$ cat config.mk
export PLATFORM = sky130hd
export DESIGN_NAME = diff_llr_front
export DESIGN_NICKNAME = d
export VERILOG_FILES = /design/src/rtl/dlp_pkg.sv /design/src/rtl/diff_conj_stage.sv /design/src/rtl/gain_latch.sv /design/src/rtl/llr_scale_stage.sv /design/src/rtl/diff_llr_front.sv
export SDC_FILE = /design/constraint.sdc
export NUM_CORES = 1
export LEC_CHECK = 0
export BUFFER_PORTS_ARGS = -buffer_cell sky130_fd_sc_hd__clkbuf_2
export CORE_MARGIN = 10
export CORE_UTILIZATION = 46
export CTS_CLUSTER_DIAMETER = 120
export DETAILED_ROUTE_END_ITERATION = 7
export MAX_ROUTING_LAYER = met4
export PLACE_DENSITY = 0.72
export REMOVE_ABC_BUFFERS = 1
export SLEW_MARGIN = 30
export SYNTH_ARGS = -nofsm -noshare
export SYNTH_HDL_FRONTEND = slang
export SYNTH_SLANG_ARGS = --single-unit
$ cat constraint.sdc
create_clock -name clk -period 16.15 [get_ports clk]
set_input_delay 0.8075 -clock clk [delete_from_list [all_inputs] [get_ports clk]]
set_output_delay 0.8075 -clock clk [all_outputs]
set_load 0.01 [all_outputs]
$ cat src/rtl/dlp_pkg.sv
package dlp_pkg;
  typedef enum logic {
    REL_EQUAL_GAIN = 1'b0,
    REL_MAX_RATIO  = 1'b1
  } rel_mode_e;
endpackage

$ cat src/rtl/diff_conj_stage.sv
// Reference register plus real part of x_k * conj(x_{k-1}).
module diff_conj_stage #(
  parameter int IQ_W    = 12,
  parameter int IQ_FRAC = 10,
  localparam int DOT_W  = 2 * IQ_W + 1
) (
  input  logic                    clk,
  input  logic                    rst,
  input  logic                    clr,
  input  logic                    in_vld,
  input  logic signed [IQ_W-1:0]  in_i,
  input  logic signed [IQ_W-1:0]  in_q,
  output logic                    out_vld,
  output logic signed [DOT_W-1:0] dot,
  output logic signed [IQ_W-1:0]  ref_i,
  output logic signed [IQ_W-1:0]  ref_q
);
  localparam logic signed [IQ_W-1:0] ONE_I = IQ_W'(1 << IQ_FRAC);

  logic accept;
  logic signed [2*IQ_W-1:0] p_ii, p_qq;
  logic signed [DOT_W-1:0]  dot_next;

  assign accept   = in_vld && !clr;
  assign p_ii     = in_i * ref_i;
  assign p_qq     = in_q * ref_q;
  assign dot_next = {p_ii[2*IQ_W-1], p_ii} + {p_qq[2*IQ_W-1], p_qq};

  always_ff @(posedge clk) begin
    if (rst || clr) begin
      ref_i <= ONE_I;
      ref_q <= '0;
    end else if (in_vld) begin
      ref_i <= in_i;
      ref_q <= in_q;
    end
  end

  always_ff @(posedge clk) begin
    if (rst) begin
      out_vld <= 1'b0;
      dot     <= '0;
    end else begin
      out_vld <= accept;
      if (accept) dot <= dot_next;
    end
  end
endmodule

$ cat src/rtl/gain_latch.sv
// Captures the effective reliability factor for the chip being accepted.
module gain_latch
  import dlp_pkg::*;
#(
  parameter int G_W    = 8,
  parameter int G_FRAC = 4
) (
  input  logic           clk,
  input  logic           rst,
  input  logic           accept,
  input  logic           mode,
  input  logic [G_W-1:0] gain_in,
  output logic [G_W-1:0] gain_out
);
  localparam logic [G_W-1:0] UNITY = G_W'(1 << G_FRAC);

  rel_mode_e      mode_e;
  logic [G_W-1:0] gain_sel;

  assign mode_e   = rel_mode_e'(mode);
  assign gain_sel = (mode_e == REL_MAX_RATIO) ? gain_in : UNITY;

  always_ff @(posedge clk) begin
    if (rst)         gain_out <= UNITY;
    else if (accept) gain_out <= gain_sel;
  end
endmodule

$ cat src/rtl/llr_scale_stage.sv
// Weights the differential product, rescales and clamps to the LLR width.
module llr_scale_stage #(
  parameter int DOT_W = 25,
  parameter int G_W   = 8,
  parameter int LLR_W = 8,
  parameter int SHIFT = 21,
  localparam int PROD_W = DOT_W + G_W + 1
) (
  input  logic                    clk,
  input  logic                    rst,
  input  logic                    in_vld,
  input  logic signed [DOT_W-1:0] dot,
  input  logic [G_W-1:0]          gain,
  output logic                    out_vld,
  output logic signed [LLR_W-1:0] llr
);
  localparam logic signed [PROD_W-1:0] SAT_HI = PROD_W'((1 << (LLR_W - 1)) - 1);
  localparam logic signed [PROD_W-1:0] SAT_LO = ~SAT_HI;

  logic signed [PROD_W-1:0] dot_x, gain_x, prod, scaled;
  logic signed [LLR_W-1:0]  clamped;

  assign dot_x  = {{(G_W + 1){dot[DOT_W-1]}}, dot};
  assign gain_x = {{(DOT_W + 1){1'b0}}, gain};
  assign prod   = dot_x * gain_x;
  assign scaled = prod >>> SHIFT;

  always_comb begin
    if (scaled > SAT_HI)      clamped = SAT_HI[LLR_W-1:0];
    else if (scaled < SAT_LO) clamped = SAT_LO[LLR_W-1:0];
    else                      clamped = scaled[LLR_W-1:0];
  end

  always_ff @(posedge clk) begin
    if (rst) begin
      out_vld <= 1'b0;
      llr     <= '0;
    end else begin
      out_vld <= in_vld;
      if (in_vld) llr <= clamped;
    end
  end
endmodule

$ cat src/rtl/diff_llr_front.sv
module diff_llr_front #(
  parameter int IQ_W     = 12,
  parameter int IQ_FRAC  = 10,
  parameter int REL_W    = 8,
  parameter int REL_FRAC = 4,
  parameter int LLR_W    = 8,
  parameter int LLR_FRAC = 3
) (
  input  logic                    clk,
  input  logic                    rst,
  input  logic                    clr,
  input  logic                    chip_vld,
  input  logic signed [IQ_W-1:0]  chip_i,
  input  logic signed [IQ_W-1:0]  chip_q,
  input  logic                    rel_mode,
  input  logic [REL_W-1:0]        rel_gain,
  output logic                    llr_vld,
  output logic signed [LLR_W-1:0] llr
);
  localparam int DOT_W = 2 * IQ_W + 1;
  localparam int SHIFT = 2 * IQ_FRAC + REL_FRAC - LLR_FRAC;

  logic                    s1_vld;
  logic signed [DOT_W-1:0] s1_dot;
  logic [REL_W-1:0]        s1_gain;
  logic signed [IQ_W-1:0]  prev_i, prev_q;

  diff_conj_stage #(.IQ_W(IQ_W), .IQ_FRAC(IQ_FRAC)) conj_i (
    .clk(clk), .rst(rst), .clr(clr), .in_vld(chip_vld),
    .in_i(chip_i), .in_q(chip_q), .out_vld(s1_vld), .dot(s1_dot),
    .ref_i(prev_i), .ref_q(prev_q)
  );

  gain_latch #(.G_W(REL_W), .G_FRAC(REL_FRAC)) gain_i (
    .clk(clk), .rst(rst), .accept(chip_vld && !clr), .mode(rel_mode),
    .gain_in(rel_gain), .gain_out(s1_gain)
  );

  llr_scale_stage #(.DOT_W(DOT_W), .G_W(REL_W), .LLR_W(LLR_W), .SHIFT(SHIFT)) scale_i (
    .clk(clk), .rst(rst), .in_vld(s1_vld), .dot(s1_dot), .gain(s1_gain),
    .out_vld(llr_vld), .llr(llr)
  );
endmodule

==> results.tsv, run 1 <==
stage	metric	value	unit
synth	Main synth FF type	dfxtp_1	
cts	post-cts resize count	0	
routing	post-route DRC violation count	0	
critical_path	worst r2r src	conj_i.ref_q[1]	
sta	clock skew	0.0272	ns
global_route	first-pass GRT wire length	78300	microns
critical_path	reg2reg setup slack	8.88	ns
sta	RSZ-0062 raised after global routing	false	
cts	Hold-fix buffers, CTS	0	
power	Pwr per Cell Area	71.2	nW/um^2
routing	drt pass-1 iters	7	
routing	wire length per cell	16.2	microns
power	total power	1510	uW
routing	vias per cell	5.07	
sta	setup TNS	0	ns
critical_path	CP Launch Type	register	
critical_path	required time of the critical path	16.40	ns
hold_path	worst hold path endpoint	scale_i.llr[7]	
global_route	number of global-route vias before repair	15900	
routing	via count	14100	
global_route	initial antenna violation count	2	
synth	Synth Register Bits	67	
critical_path	critical path peak fanout	13	
hold_path	class of the worst hold path	reg -> reg	
placement	dpl hpwl	38100	microns
routing	WL final	44900	microns
hold_path	hold path cells	2	
sta	Setup-failing EPs final	0	
placement	Place WS	8.54	ns
cts	H-tree depth	3	
routing	final antenna-violating net count	0	
final_layout	nets@finish	2853	
sta	Max Slew Vio Count	0	
sta	Tmin final	7.27	ns
final_layout	ratio of cells with drive above 1 in the final layout	4.11	%
placement	Routability Congestion	0.914	
critical_path	worst r2r path cells	21	
sta	Slew @ Worst Pin	0.905	ns
synth	Syn Area/Cell	9.12	sq um
synth	Synth Cell Area	20300	sq um
global_route	GRT Overall Usage	18.5	%
run	max-cap viol count	0	
floorplan	Core Rows	76	
sta	post-layout worst setup margin	8.88	ns
floorplan	I/O pins	46	
placement	I/O Buffers	45	
synth	FFs w/ async S/R, synth	0	%
critical_path	Worst Setup End Kind	register	
cts	Post-CTS Setup Inserts	0	
final_layout	Layout Area Growth over Synthesis	4.58	%
synth	sequential cell area fraction in the yosys report	6.62	%
synth	Ys Warns	0	
outcome	status	completed	
final_layout	commonest non-fill, non-tap cell in the layout	inv_1	
cts	Clock Tree Root	clkbuf_16	
cts	TritonCTS clock tree	yes	
critical_path	crit path kind	reg -> reg	
sta	Tcrit/Tclk final	45.0	%
critical_path	r2r endpoint	conj_i.dot[24]	
routing	Initial DRC Count	848	
sta	Relative slew margins	39.6	%
final_layout	fin util	48.9	%
cts	TritonCTS buffer count	9	
cts	clk sinks	67	
cts	clock latency on the worst-skew pair	0.39	ns
global_route	pin count of the biggest net entering global routing	50	
power	peak supply drop	59.8	uV
final_layout	commonest cells after routing, fill and taps aside	inv_1, fa_1, nand2_1, and2_1, ha_1	
sta	Hold Fails Final Rpt	0	
synth	synthesized instance count	2222	
hold_path	Hold Startpoint	scale_i.llr[7]	
floorplan	Die Span Y	230	microns
cts	Clock transition at path regs	0.07	ns
critical_path	CP Data Arrival Time	7.52	ns
synth	EDFF count, synth	0	
power	Leakage Power	0.0111	uW
floorplan	die area	52800	sq um
sta	Max Fclk	138	MHz
floorplan	Initial Utilization	46.7	%
floorplan	Core Area	43400	sq um
cts	CTS Buffer Depth	2	
global_route	total congestion overflow	0	
floorplan	die width	230	microns
sta	hold_ws	0.499	ns
synth	Netlist cell types	71	
critical path, stage by stage, from the launching register on:
cell and delay [ns]:
dfxtp_1 0.63, and2_1 0.24, inv_1 0.07, fa_1 0.86
fa_1 0.50, inv_1 0.09, fa_1 0.45, fa_1 0.59
fa_1 0.44, fa_1 0.49, inv_1 0.05, fa_1 0.47
inv_1 0.04, ha_1 0.35, and3_1 0.22, a221oi_1 0.38
o21ai_0 0.14, a21oi_1 0.19, o21ai_2 0.10, a211oi_1 0.30
o21bai_1 0.14, a2111oi_1 0.38
worst max path at each step:
stage                          from              to  slack, ns  cells past startpoint
finish              conj_i.ref_q[1]  conj_i.dot[24]       8.88                     21
global route        conj_i.ref_q[1]  conj_i.dot[24]       8.37                     21
CTS                 conj_i.ref_q[0]  conj_i.dot[24]       8.89                     20
detailed placement       chip_q[11]  conj_i.dot[24]       8.54                     22
global placement         chip_q[11]  conj_i.dot[24]       8.76                     22
floorplan                chip_q[11]  conj_i.dot[24]       9.36                     21
synthesized netlist by cell type, types with 2 or more instances:
library cell  instances  share of area, %
a211o_1               2             0.086
a211oi_1              6              0.22
a21o_1               11              0.41
a21oi_1              50               1.2
a21oi_2               2             0.086
a31oi_1               3             0.093
and2_1              247               7.6
and3_1                4              0.12
and4_1                2             0.086
buf_1                 5             0.093
buf_2                 2             0.049
clkbuf_1             89               1.6
dfxtp_1              67               6.6
fa_1                478                47
ha_1                152               9.4
inv_1               539                10
mux2i_1              24               1.2
nand2_1             272               5.0
nand2b_1             14              0.43
nand3_1              23              0.57
nand4_1               5              0.15
nand4b_1              2             0.086
nor2_1               64               1.2
nor2b_1               5              0.15
nor3_1                8              0.20
nor4_1                4              0.12
o2111ai_1             3              0.13
o211ai_1              5              0.19
o21a_1                6              0.22
o21ai_0              21              0.52
o21ai_1               2             0.049
o21ai_2               2             0.086
o21bai_1              6              0.22
o31a_1                2             0.086
o32ai_1               8              0.35
or3_1                 7              0.22
or4_1                 3              0.11
xnor2_1              33               1.4
xor2_1               12              0.52
cell families after synthesis:
family / Yosys count / synth area share [%]
simple gates: 670 / 16.6
fa+ha+maj: 630 / 56.6
mux: 24 / 1.19
buf+inv: 636 / 11.8
flops: 67 / 6.62
compound gates: 150 / 5.27
xor+xnor: 45 / 1.95
routing by layer:
metal	vias to the layer above	global-route usage [%]	share of wire [%]	routed length, microns
li1	6469	-	-	-
met1	7227	22.9	44	19600
met2	325	30.6	49	22000
met3	75	2.77	4.7	2090
met4	0	6.00	2.8	1260
met5	-	-	0	0
where the power goes:
group / leakage (uW) / switching [uW] / internal, uW / total (uW)
sequential: 0.000549 / 61.3 / 191 / 252
combinational: 0.0104 / 604 / 446 / 1050
clock: 0.000134 / 94.6 / 113 / 207
total: 0.0111 / 759 / 749 / 1510
stage by stage:
stage | cell area [sq um] | instances
global placement | 20900 | 2760
floorplan | 19900 | 2126
global route | 21200 | 2778
finish | 21200 | 2778
detailed placement | 20900 | 2760
CTS | 21200 | 2776
sequential cells by signal, summed over array words and instances (netlist names):
signal           flops
conj_i.dot          25
conj_i.out_vld       1
conj_i.ref_i        12
gain_i.gain_out      8
scale_i.llr          8
conj_i.ref_q        12
scale_i.out_vld      1
layout make-up:
| cell class | instances | area (sq um) |
|---|---|---|
| inverter | 540 | 2030 |
| fill | 4054 | 22200 |
| sequential | 67 | 1350 |
| multi-input combinational | 1519 | 16500 |
| tap | 585 | 732 |
| clock buffer | 11 | 253 |
| timing repair buffer | 49 | 255 |
| antenna | 2 | 5.00 |
| clock inverter | 5 | 36.3 |
Note: power is estimated with default switching activity, not from simulation.
==> run 2: changes to the inputs <==
--- a/config.mk
+++ b/config.mk
@@ -11,7 +11,7 @@
 export CTS_CLUSTER_DIAMETER = 120
 export DETAILED_ROUTE_END_ITERATION = 7
 export MAX_ROUTING_LAYER = met4
-export PLACE_DENSITY = 0.72
+export PLACE_DENSITY = 0.74
 export REMOVE_ABC_BUFFERS = 1
 export SLEW_MARGIN = 30
 export SYNTH_ARGS = -nofsm -noshare
==> constraint.sdc (replaced) <==
create_clock -name clk -period 6.6 [get_ports clk]
set_input_delay 0.33 -clock clk [delete_from_list [all_inputs] [get_ports clk]]
set_output_delay 0.33 -clock clk [all_outputs]
set_load 0.01 [all_outputs]
==> results.tsv, run 2 (synthesized netlist as in run 1, its figures left out) <==
stage	metric	value	unit	change
outcome	status	completed		
final_layout	max reg flops	25		unchanged
sta	hold_ws	0.210	ns	-0.289 ns
critical_path	CP Launch Type	register		
routing	via count	14200		+1.0%
power	Clock power frac	14.4	%	+0.7 points
floorplan	die area	52800	sq um	unchanged
sta	RSZ-0062 raised after global routing	false		
sta	Tmin final	6.38	ns	-0.887 ns
cts	TritonCTS clock tree	yes		
final_layout	commonest non-fill, non-tap cell in the layout	inv_1		
routing	WL final	44900	microns	+0.11%
sta	Max Fclk	157	MHz	+14%
floorplan	I/O pins	46		unchanged
routing	wire length per cell	15.8	microns	-2.4%
power	Pint	2050	uW	+170%
critical_path	worst r2r src	conj_i.ref_i[2]		
power	Leakage Power	0.0115	uW	+3.8%
critical_path	CP peak stage delay	0.58	ns	-0.28 ns
critical_path	crit path kind	reg -> reg		
sta	Max Slew Vio Count	0		unchanged
final_layout	nets@finish	2926		+2.6%
cts	TritonCTS buffer count	9		unchanged
critical_path	CP max stage cell	fa_1		
critical_path	worst setup path endpoint	conj_i.dot[22]		
cts	CTS Buffer Depth	2		unchanged
final_layout	top flop regs	conj_i.dot (25), conj_i.ref_i (12), conj_i.ref_q (12)		
critical_path	CP startpoint	conj_i.ref_i[2]		
sta	clock skew	0.0158	ns	-0.0114 ns
power	Pwr per Cell Area	182	nW/um^2	+160%
global_route	pin count of the biggest net entering global routing	50		unchanged
floorplan	Core Area	43400	sq um	unchanged
hold_path	class of the worst hold path	in -> reg		
power	peak supply drop	186	uV	+210%
critical_path	critical-path cell list	and2_1 > fa_2 > buf_4 > fa_1 > fa_1 > fa_1 > fa_1 > fa_1 > inv_1 > fa_1 > inv_1 > ha_1 > and3_1 > a221oi_4 > o21ai_1 > a21oi_2 > o21ai_2 > buf_4 > a21o_1 > a211oi_1 > o21ai_0		
power	sw power	1930	uW	+150%
routing	final antenna-violating net count	0		unchanged
routing	Initial DRC Count	870		+2.6%
global_route	first-pass GRT wire length	77500	microns	-1.0%
power	sequential share of power	15.2	%	-1.5 points
final_layout	fin util	50.6	%	+1.7 points
cts	clock latency on the worst-skew pair	0.38	ns	about the same
sta	Tcrit/Tclk final	96.7	%	+52 points
global_route	GRT Overall Usage	18.3	%	-0.22 points
placement	I/O Buffers	45		unchanged
critical_path	required time of the critical path	6.85	ns	-9.55 ns
critical_path	r2r endpoint	conj_i.dot[22]		
global_route	initial antenna violation count	0		-2
cts	H-tree depth	3		unchanged
power	combinational fraction of design power	70.4	%	+0.9 points
critical_path	worst r2r path cells	21		unchanged
hold_path	hold path cells	3		+1
global_route	total congestion overflow	0		unchanged
placement	Routability Congestion	0.920		+0.60%
placement	placed instance area	21500	sq um	+2.7%
critical_path	CP Data Arrival Time	6.63	ns	-0.89 ns
run	max-cap viol count	0		unchanged
final_layout	# diodes	0		-2
floorplan	Core Rows	76		unchanged
sta	Relative slew margins	35.2	%	-4.4 points
floorplan	Initial Utilization	46.7	%	unchanged
critical_path	Worst Setup End Kind	register		
cts	Hold-fix buffers, CTS	0		unchanged
final_layout	ratio of cells with drive above 1 in the final layout	8.22	%	+4.1 points
final_layout	Layout Area Growth over Synthesis	8.22	%	
routing	drt pass-1 iters	5		-2
floorplan	die width	230	microns	unchanged
critical_path	reg2reg setup slack	0.22	ns	-8.66 ns
floorplan	Die Span Y	230	microns	unchanged
sta	setup TNS	0	ns	unchanged
final_layout	Largest Register	conj_i.dot		
final_layout	number of cells in the finished layout apart from fillers	2849		+2.6%
sta	Slew @ Worst Pin	0.971	ns	+0.0659 ns
cts	Clock transition at path regs	0.06	ns	about the same
global_route	number of global-route vias before repair	15600		-1.7%
power	Net Sw Frac	48.5	%	-1.9 points
placement	# placed instances	2830		+2.5%
cts	clk sinks	67		unchanged
sta	Hold Fails Final Rpt	0		unchanged
final_layout	commonest cells after routing, fill and taps aside	inv_1, fa_1, nand2_1, and2_1, ha_1		
sta	Setup-failing EPs final	0		unchanged
final_layout	final instance area	21900	sq um	+3.5%
critical_path	most used cell, CP	fa_1		
cts	Clock Tree Root	clkbuf_16		
routing	post-route DRC violation count	0		unchanged
placement	dpl hpwl	38900	microns	+2.0%
critical_path	critical path peak fanout	5		-8
routing	vias per cell	5.00		-1.5%
[run 2: cell count changes in the layout (fill, tap and decap cells not counted), sizes merged]
| cell | previous run | this run |
|---|---|---|
| clkinvlp | 3 | 1 |
| diode | 2 | 0 |
| inv | 540 | 539 |
| bufinv | 0 | 2 |
| clkinv | 2 | 3 |
| buf | 4 | 77 |
[run 2: area by class of cell]
cell class | count | area, sq um
fill | 3960 | 21400
multi-input combinational | 1519 | 16600
inverter | 540 | 2030
sequential | 67 | 1360
timing repair buffer | 122 | 861
tap | 585 | 732
clock buffer | 11 | 253
clock inverter | 5 | 85.1
[run 2: timing repair]
action                                  4_1_cts  5_1_grt
resized for setup                             6       30
cloned                                        0        0
pin swaps                                     0       17
buffers inserted                              0        3
endpoints found under the setup margin        2        5
[run 2: power by group through the flow]
stage	Clock [uW]	Sequential, uW	Combinational, uW
after floorplan	0	559	1940
after global placement	0	608	2660
after detailed placement	0	614	2740
after CTS	584	604	2770
after global routing	596	620	3180
final	572	605	2800
[run 2: metal layers]
layer	vias up	wire, microns	global-route usage [%]
met5	-	0	-
met4	0	1020	5.04
met3	76	1820	2.30
met2	330	22200	30.9
met1	7208	19900	22.8
li1	6624	-	-
[run 2: worst max-delay path, delay by kind of cell, from the launching register on]
| family | cells | cell delay, ns |
|---|---|---|
| adders and majority gates | 8 | 3.85 |
| AOI/OAI and AO/OA | 7 | 1.26 |
| buffers and inverters | 4 | 0.42 |
| and+or+nand+nor | 2 | 0.37 |
| DFF | 1 | 0.34 |
[run 2: worst min-delay path by stage]
stage | slack [ns] | start | end
global route | 0.22 | rel_gain[0] | gain_i.gain_out[0]
CTS | 0.20 | rel_gain[1] | gain_i.gain_out[1]
detailed placement | 0.48 | scale_i.llr[7] | scale_i.llr[7]
floorplan | 0.40 | rst | conj_i.dot[0]
finish | 0.21 | rel_gain[1] | gain_i.gain_out[1]
global placement | 0.48 | scale_i.llr[7] | scale_i.llr[7]
[run 2: stage by stage]
step	setup WS [ns]	power, uW
floorplan	0.132	2500
global placement	-0.0390	3270
detailed placement	-0.272	3360
CTS	0.0117	3950
global route	0.000568	4400
finish	0.217	3980
